**src/rtl/ioredir_pkg.sv**
```systemverilog
package ioredir_pkg;
  // bus offsets
  localparam int unsigned OFS_SEL = 32'h00;
  localparam int unsigned OFS_WIN = 32'h10;
  // select codes
  localparam logic [7:0] SEL_ID  = 8'h00;
  localparam logic [7:0] SEL_VER = 8'h01;
  localparam logic [7:0] SEL_ARB = 8'h02;
  localparam logic [7:0] SEL_TBL = 8'h10;
  // entry field positions decoded by neighbours
  localparam int unsigned BIT_RIRR = 14;
  localparam int unsigned BIT_TRIG = 15;
  localparam int unsigned BIT_MASK = 16;
  localparam logic [63:0] ENTRY_RST = 64'h0000_0000_0001_0000;

  typedef struct packed {
    logic hit_id;
    logic hit_ver;
    logic hit_arb;
    logic hit_tbl;
    logic upper;
  } sel_kind_t;
endpackage

```
**src/rtl/ioredir_sel_dec.sv**
```systemverilog
module ioredir_sel_dec #(
  parameter int PINS = 24
) (
  input  logic [7:0]             sel_i,
  output ioredir_pkg::sel_kind_t kind_o,
  output logic [6:0]             idx_o
);
  import ioredir_pkg::*;
  logic [7:0] off;

  always_comb begin
    off           = sel_i - SEL_TBL;
    idx_o         = off[7:1];
    kind_o        = '0;
    kind_o.hit_id  = (sel_i == SEL_ID);
    kind_o.hit_ver = (sel_i == SEL_VER);
    kind_o.hit_arb = (sel_i == SEL_ARB);
    kind_o.hit_tbl = (sel_i >= SEL_TBL) && (32'(idx_o) < 32'(PINS));
    kind_o.upper   = sel_i[0];
  end
endmodule

```
**src/rtl/ioredir_entry.sv**
```systemverilog
module ioredir_entry (
  input  logic        clk_i,
  input  logic        rst_ni,
  input  logic        wr_lo_i,
  input  logic        wr_hi_i,
  input  logic [31:0] wdata_i,
  input  logic        rirr_set_i,
  input  logic        pend_i,
  output logic [63:0] entry_o,
  output logic        mask_chg_o,
  output logic        redeliver_o
);
  import ioredir_pkg::*;

  logic [63:0] ent_q, ent_d;
  logic        ent_en;
  logic        mchg_d, redel_d;
  logic        wr_any;

  always_comb begin
    ent_d  = ent_q;
    wr_any = wr_lo_i | wr_hi_i;
    if (wr_lo_i) begin
      ent_d[31:0]     = wdata_i;
      ent_d[BIT_RIRR] = 1'b0;
    end else if (wr_hi_i) begin
      ent_d[63:32] = wdata_i;
    end
    if (!wr_lo_i && rirr_set_i && ent_q[BIT_TRIG]) ent_d[BIT_RIRR] = 1'b1;
    ent_en  = wr_any | rirr_set_i;
    mchg_d  = wr_any && (ent_d[BIT_MASK] != ent_q[BIT_MASK]);
    redel_d = wr_any && ent_d[BIT_TRIG] && !ent_d[BIT_MASK] && pend_i;
  end

  always_ff @(posedge clk_i or negedge rst_ni) begin
    if (!rst_ni)     ent_q <= ENTRY_RST;
    else if (ent_en) ent_q <= ent_d;
  end

  always_ff @(posedge clk_i or negedge rst_ni) begin
    if (!rst_ni) begin
      mask_chg_o  <= 1'b0;
      redeliver_o <= 1'b0;
    end else begin
      mask_chg_o  <= mchg_d;
      redeliver_o <= redel_d;
    end
  end

  assign entry_o = ent_q;
endmodule

```
**src/rtl/ioredir_rdmux.sv**
```systemverilog
module ioredir_rdmux #(
  parameter int         PINS    = 24,
  parameter logic [7:0] VERSION = 8'h11
) (
  input  ioredir_pkg::sel_kind_t   kind_i,
  input  logic [6:0]               idx_i,
  input  logic [3:0]               id_i,
  input  logic [PINS-1:0][63:0]    ents_i,
  output logic [31:0]              val_o
);
  localparam int IW = $clog2(PINS);
  localparam logic [7:0] MAXPIN = 8'(PINS - 1);

  logic [IW-1:0] idx_s;
  logic [63:0]   ent;

  always_comb begin
    idx_s = idx_i[IW-1:0];
    ent   = ents_i[idx_s];
    if (kind_i.hit_id || kind_i.hit_arb) val_o = {4'h0, id_i, 24'h0};
    else if (kind_i.hit_ver)             val_o = {8'h00, MAXPIN, 8'h00, VERSION};
    else if (kind_i.hit_tbl)             val_o = kind_i.upper ? ent[63:32] : ent[31:0];
    else                                 val_o = 32'hFFFF_FFFF;
  end
endmodule

```
**src/rtl/ioredir_top.sv**
```systemverilog
module ioredir_top #(
  parameter int         PINS    = 24,
  parameter int         AW      = 8,
  parameter logic [7:0] VERSION = 8'h11
) (
  input  logic            clk_i,
  input  logic            rst_ni,
  input  logic            wr_en_i,
  input  logic            rd_en_i,
  input  logic [AW-1:0]   addr_i,
  input  logic [31:0]     wdata_i,
  output logic [31:0]     rdata_o,
  input  logic [PINS-1:0] req_lvl_i,
  input  logic [PINS-1:0] rirr_set_i,
  output logic [PINS-1:0] mask_chg_o,
  output logic [PINS-1:0] redeliver_o
);
  import ioredir_pkg::*;

  localparam logic [AW-1:0] A_SEL = AW'(OFS_SEL);
  localparam logic [AW-1:0] A_WIN = AW'(OFS_WIN);

  logic [7:0]             sel_q, sel_d;
  logic [3:0]             id_q, id_d;
  logic [PINS-1:0]        pend_q;
  logic [31:0]            rdata_q, rdata_d;
  logic                   sel_en, id_en;
  logic                   wr_win;
  sel_kind_t              kind;
  logic [6:0]             idx;
  logic [31:0]            win_val;
  logic [PINS-1:0][63:0]  ents;
  logic [PINS-1:0]        wr_lo_vec, wr_hi_vec, rirr_vec;

  ioredir_sel_dec #(.PINS(PINS)) u_dec (
    .sel_i  (sel_q),
    .kind_o (kind),
    .idx_o  (idx)
  );

  // next-state for select and identifier
  always_comb begin
    wr_win = wr_en_i && (addr_i == A_WIN);
    sel_en = wr_en_i && (addr_i == A_SEL);
    sel_d  = wdata_i[7:0];
    id_en  = wr_win && kind.hit_id;
    id_d   = wdata_i[27:24];
  end

  always_ff @(posedge clk_i or negedge rst_ni) begin
    if (!rst_ni)     sel_q <= '0;
    else if (sel_en) sel_q <= sel_d;
  end

  always_ff @(posedge clk_i or negedge rst_ni) begin
    if (!rst_ni)    id_q <= '0;
    else if (id_en) id_q <= id_d;
  end

  always_ff @(posedge clk_i or negedge rst_ni) begin
    if (!rst_ni) pend_q <= '0;
    else         pend_q <= req_lvl_i;
  end

  for (genvar k = 0; k < PINS; k++) begin : g_ent
    assign wr_lo_vec[k] = wr_win && kind.hit_tbl && (idx == 7'(k)) && !kind.upper;
    assign wr_hi_vec[k] = wr_win && kind.hit_tbl && (idx == 7'(k)) &&  kind.upper;

    ioredir_entry u_entry (
      .clk_i       (clk_i),
      .rst_ni      (rst_ni),
      .wr_lo_i     (wr_lo_vec[k]),
      .wr_hi_i     (wr_hi_vec[k]),
      .wdata_i     (wdata_i),
      .rirr_set_i  (rirr_set_i[k]),
      .pend_i      (pend_q[k]),
      .entry_o     (ents[k]),
      .mask_chg_o  (mask_chg_o[k]),
      .redeliver_o (redeliver_o[k])
    );
    assign rirr_vec[k] = ents[k][BIT_RIRR];
  end

  ioredir_rdmux #(.PINS(PINS), .VERSION(VERSION)) u_rdmux (
    .kind_i (kind),
    .idx_i  (idx),
    .id_i   (id_q),
    .ents_i (ents),
    .val_o  (win_val)
  );

  always_comb begin
    if (addr_i == A_SEL)      rdata_d = {24'h0, sel_q};
    else if (addr_i == A_WIN) rdata_d = win_val;
    else                      rdata_d = '0;
  end

  always_ff @(posedge clk_i or negedge rst_ni) begin
    if (!rst_ni)      rdata_q <= '0;
    else if (rd_en_i) rdata_q <= rdata_d;
  end

  assign rdata_o = rdata_q;
endmodule

```
**config.mk**
```make
export PLATFORM = sky130hd
export DESIGN_NAME = ioredir_top
export DESIGN_NICKNAME = d
export VERILOG_FILES = /design/src/rtl/ioredir_pkg.sv /design/src/rtl/ioredir_sel_dec.sv /design/src/rtl/ioredir_entry.sv /design/src/rtl/ioredir_rdmux.sv /design/src/rtl/ioredir_top.sv
export SDC_FILE = /design/constraint.sdc
export NUM_CORES = 2
export LEC_CHECK = 0
export ABC_AREA = 1
export BUFFER_PORTS_ARGS = -buffer_cell sky130_fd_sc_hd__buf_2
export CORE_ASPECT_RATIO = 1.1
export CORE_MARGIN = 2
export CORE_UTILIZATION = 41
export DETAILED_ROUTE_END_ITERATION = 12
export GPL_ROUTABILITY_DRIVEN = 0
export GPL_TIMING_DRIVEN = 1
export PLACE_DENSITY = 0.59
export REMOVE_ABC_BUFFERS = 1
export SKIP_CTS_REPAIR_TIMING = 1
export SYNTH_ARGS = -nofsm -noshare
export SYNTH_HDL_FRONTEND = slang
export SYNTH_HIERARCHICAL = 1
export SYNTH_SLANG_ARGS = --single-unit
```
**constraint.sdc**
```tcl
create_clock -name clk_i -period 7.1 [get_ports clk_i]
set_input_delay 0.355 -clock clk_i [delete_from_list [all_inputs] [get_ports clk_i]]
set_output_delay 0.355 -clock clk_i [all_outputs]
set_load 0.01 [all_outputs]
```
After elaboration in Yosys (flattened, before gate mapping):

Cells that the tools add are included.

* flip-flop bits (word level): 1652

* reductions and logical operators: 370
* muxes and demuxes: 56
* eq/ne operators: 50
* add/subtract/negate cells: 1
* $lt $le $gt $ge: 3
* bitwise gates (word level): 72

Operator list (number)
* 17-bit 2-to-1 mux: 24
* 64-bit binary-select mux with 5-bit select: 1
* 1-bit logical AND: 221
* 32-bit 2-to-1 mux: 6
* 2-bit AND reduction: 48
* 3-bit AND reduction: 24
* 64-bit 2-to-1 mux: 1
* 7-bit by 4-bit == test with 1-bit output (second input constant): 8
* 7-bit by 5-bit == test with 1-bit output (second input constant): 8
* 1-bit logical NOT: 49
* 1-bit bitwise OR: 48
* 2-bit nonzero test: 24
* 7-bit by 3-bit == test with 1-bit output (second input constant): 4
* 1-bit 2-to-1 mux: 24
* 1-bit inequality test: 24
* 1-bit inverter: 24
* 8-bit logical NOT: 2
* 7-bit by 2-bit == test with 1-bit output (second input constant): 2
* 8-bit by 1-bit == test with 1-bit output (second input constant): 1
* 8-bit by 2-bit == test with 1-bit output (second input constant): 1
* 8-bit by 5-bit == test with 1-bit output (second input constant): 1
* 8-bit by 5-bit >= comparator with 1-bit output (second input constant): 1
* 8-bit by 5-bit subtractor with 8-bit output (second input constant): 1
* 7-bit by 1-bit == test with 1-bit output (second input constant): 1
* 4 further kinds: 4

Longest topological paths before layout:

* depth in word-level cells: 11
* depth in mapped cells: 18

By module:

The synthesis kept the hierarchy.

Modules (own cells, without submodules)
* ioredir_entry: cells each 268, sequential area each 1652.8 um2, area each 2555.0 um2, instances 24
* ioredir_rdmux: cells each 3657, sequential area each 0.0 um2, area each 16002.8 um2, instances 1
* ioredir_top: cells each 368, sequential area each 1701.6 um2, area each 3158.0 um2, instances 1
* ioredir_sel_dec: cells each 31, sequential area each 0.0 um2, area each 171.4 um2, instances 1

Worst setup path after synthesis:

Ideal clock, no wire load.

* path kind: register to register
* start point: reg sel_q[4]
* end point: reg g_ent[19].u_entry.ent_q[58]
* cell stages (with the launch flop): 17
* slack: 4.480 ns
* library setup time: 0.117 ns
* period minus slack after synthesis: 2.620 ns
* arrival: 2.502 ns
* data required time: 6.983 ns
* cells stage by stage: dfrtp_1 -> inv_1 -> ha_1 -> inv_1 -> nand2_1 -> nand3b_1 -> nor2_2 -> buf_2 -> nand4_1 -> nor3_1 -> buf_6 -> inv_2 -> buf_6 -> nand2_4 -> buf_6 -> buf_8 -> o21ai_2

RTL lines
* start, declared: RTL line ioredir_top.sv:23 `logic [7:0] sel_q, sel_d;`
* start signal, assigned: RTL line ioredir_top.sv:52 `else if (sel_en) sel_q <= sel_d;`
* end signal, assigned: RTL line ioredir_entry.sv:37 `else if (ent_en) ent_q <= ent_d;`
* end, declared: RTL line ioredir_entry.sv:15 `logic [63:0] ent_q, ent_d;`

==> impl_metrics.env <==
export IMPL_drive_gt1_share_pct=8.07
export IMPL_clk_path_buf_depth=3
export IMPL_crit_required_ns=7.75
export IMPL_cts_buffers=178
export IMPL_layout_common_cells="nand2_1, dfrtp_1, nand3_1"
export IMPL_p_clk_share_pct=47.5
export IMPL_start_util_pct=41.3
export IMPL_critPathCaptureType="flop"
export IMPL_ios=172
export IMPL_status="finished clean"
export IMPL_max_slew_margin_pct=13.2
export IMPL_dp_cells=12646
export IMPL_syn_inst=10488
export IMPL_path_class="reg -> reg"
export IMPL_num_nets_final=10389
export IMPL_ys_ff_latch=1652
export IMPL_design_die_area_um2=200000
export IMPL_route_met2_wl_um=124000
export IMPL_p_sw_mw=5.08
export IMPL_clkLatencyLatePin_ns=0.84
export IMPL_drtPass1Iterations=6
export IMPL_grt_pass1_vias=68339
export IMPL_drt_total_wl_um=267000
export IMPL_cts_sinks=1652
export IMPL_post_drt_wl_per_cell_um=20.5
export IMPL_switching_share_pct=24.8
export IMPL_core_area_um2=195000
export IMPL_rrSetupSlack_ns=2.43
export IMPL_p_per_area_nw_per_um2=232
export IMPL_crit_arrival_ns=5.33
export IMPL_synth_cell_area_um2=80700
export IMPL_ys_warn_count=6
export IMPL_cp_start_kind="flop"
export IMPL_routed_top_layer="met5"
export IMPL_drt_iter0_drc=6709
export IMPL_min_path_type="in -> reg"
export IMPL_stdcell_count=13022
export IMPL_worst_pin_slew_ns=1.30
export IMPL_cts_tree="done"
export IMPL_fin_crit_sh_pct=65.8
export IMPL_internal_power_mw=15.4
export IMPL_antenna_left=0
export IMPL_fin_worst_skew_ns=0.0392
export IMPL_max_cap_violations=0
export IMPL_combPwrFrac_pct=6.3
export IMPL_cts_root_buf="clkbuf_16"
export IMPL_slew_violations=0
export IMPL_ctsHtreeMaxLevel=4
export IMPL_vdd_drop_max_uv=255
export IMPL_finalSetupViolations=0
export IMPL_wl_met1_um=114000
export IMPL_die_h_um=469
export IMPL_synth_cell_type_count=34
export IMPL_hpwl_um=149000
export IMPL_final_common_cell="nand2_1"
export IMPL_max_freq_mhz=214
export IMPL_vias=69954
export IMPL_seq_area_frac_synth_pct=51.3
export IMPL_clk_pin_slew_ns=0.07
export IMPL_finalCriticalPeriod_ns=4.67
export IMPL_via_per_inst=5.37
export IMPL_hold_viol=0
export IMPL_syn_area_per_cell_um2=7.69
export IMPL_rows=170
export IMPL_grt_max_degree=309
export IMPL_total_power_mw=20.5
export IMPL_die_w_um=427
export IMPL_io_buffers=171
export IMPL_wl_met3_um=17900
export IMPL_finalHoldWorstSlack_ns=0.0123
export IMPL_syn_to_final_growth_pct=9.35
export IMPL_grt_first_pass_wirelength_um=412000
export IMPL_seqPwrFrac_pct=46.2
export IMPL_path_max_fanout=65
export IMPL_drcViolationCount=0
export IMPL_grt_use_total_pct=26.4
export IMPL_final_setup_tns_ns=0
export IMPL_antenna_found_initial=4
export IMPL_rsz0062_at_grt="false"
export IMPL_p_leak_nw=44.6
export IMPL_overflow=0
[worst max-delay path, cell delays in order, from the launching register on]
cell	delay [ns]
dfrtp_1	0.41
inv_2	0.50
ha_1	0.32
inv_1	0.06
nand2_1	0.08
nand3b_1	0.09
nor2_2	0.64
nand4_1	0.42
nor3_2	0.23
buf_4	0.33
inv_2	0.04
buf_4	0.39
nand2_4	0.65
o21ai_0	0.19
[per-stage QoR]
step                      setup WS [ns]  utilization [%]  area [um2]
after CTS                          2.57             44.9       87700
after floorplan                  -17.57                -       76000
after detailed placement           2.61             41.8       81600
after global routing               2.16             45.2       88200
after global placement             2.64             41.8       81600
final                              2.43             45.2       88200
[cell families after synthesis]
kind of cell,count (synthesis),synth area share (%)
flip-flops,1652,51.3
adder cells (fa/ha/maj),2,0.0310
AO/OA/AOI/OAI,1039,6.89
buffers and inverters,1290,8.36
XOR/XNOR,24,0.261
AND/OR/NAND/NOR,6481,33.2
[cell usage after synthesis, drive strengths merged]
cell type  number  share of area (%)
nand4          13               0.16
o21ai         955                6.4
clkbuf        171               0.80
clkinv          1             0.0046
inv           545                2.5
nor2          541                2.6
xnor2          24               0.26
nand3        1530                9.5
nand2        4329                 20
dfrtp        1628                 51
or2             1             0.0078
a21oi          84               0.52
buf           573                5.0
dfstp          24               0.78
nand3b          1             0.0093
and2           24               0.19
nor3           42               0.34
ha              2              0.031
[sequential cells by signal, indices dropped and copies added, names as in the netlist]
name                       flops
g_ent.u_entry/entry_o       1536
g_ent.u_entry/redeliver_o     24
rdata_o                       32
pend_q                        24
sel_q                          8
id_q                           4
g_ent.u_entry/mask_chg_o      24
[routing by layer]
layer,track usage (%),vias up
li1,-,32750
met1,35.6,34065
met2,42.8,2652
met3,3.69,485
met4,11.2,2
met5,0,-
[path summary, 6_finish.rpt]
check	start	end	cells past startpoint
max reg2reg	sel_q[4]	g_ent[20].u_entry/entry_o[51]	13
min	wr_en_i	sel_q[1]	3
max in group asynchronous	rst_ni	g_ent[0].u_entry/entry_o[24]	4
min in group asynchronous	rst_ni	g_ent[21].u_entry/entry_o[11]	2
min reg2reg	g_ent[23].u_entry/entry_o[8]	g_ent[23].u_entry/entry_o[8]	2
max	sel_q[4]	g_ent[20].u_entry/entry_o[51]	13
[power by group through the flow]
stage | Clock (mW) | Sequential (mW) | Combinational (mW)
after global placement | 0 | 9.62 | 1.24
after global routing | 10.3 | 9.45 | 1.40
after floorplan | 0 | 9.68 | 0.561
after CTS | 9.89 | 9.45 | 1.26
after detailed placement | 0 | 9.62 | 1.25
final | 9.72 | 9.45 | 1.29
[cell type report]
class | instances | area [um2]
fill | 19459 | 107000
clock inverter | 66 | 942
multi-input combinational | 7546 | 32700
sequential | 1652 | 41400
clock buffer | 259 | 5170
inverter | 546 | 2090
antenna | 2 | 5.00
timing repair buffer | 371 | 2690
tap | 2580 | 3230
No activity file was read; power rests on OpenSTA's default activity.
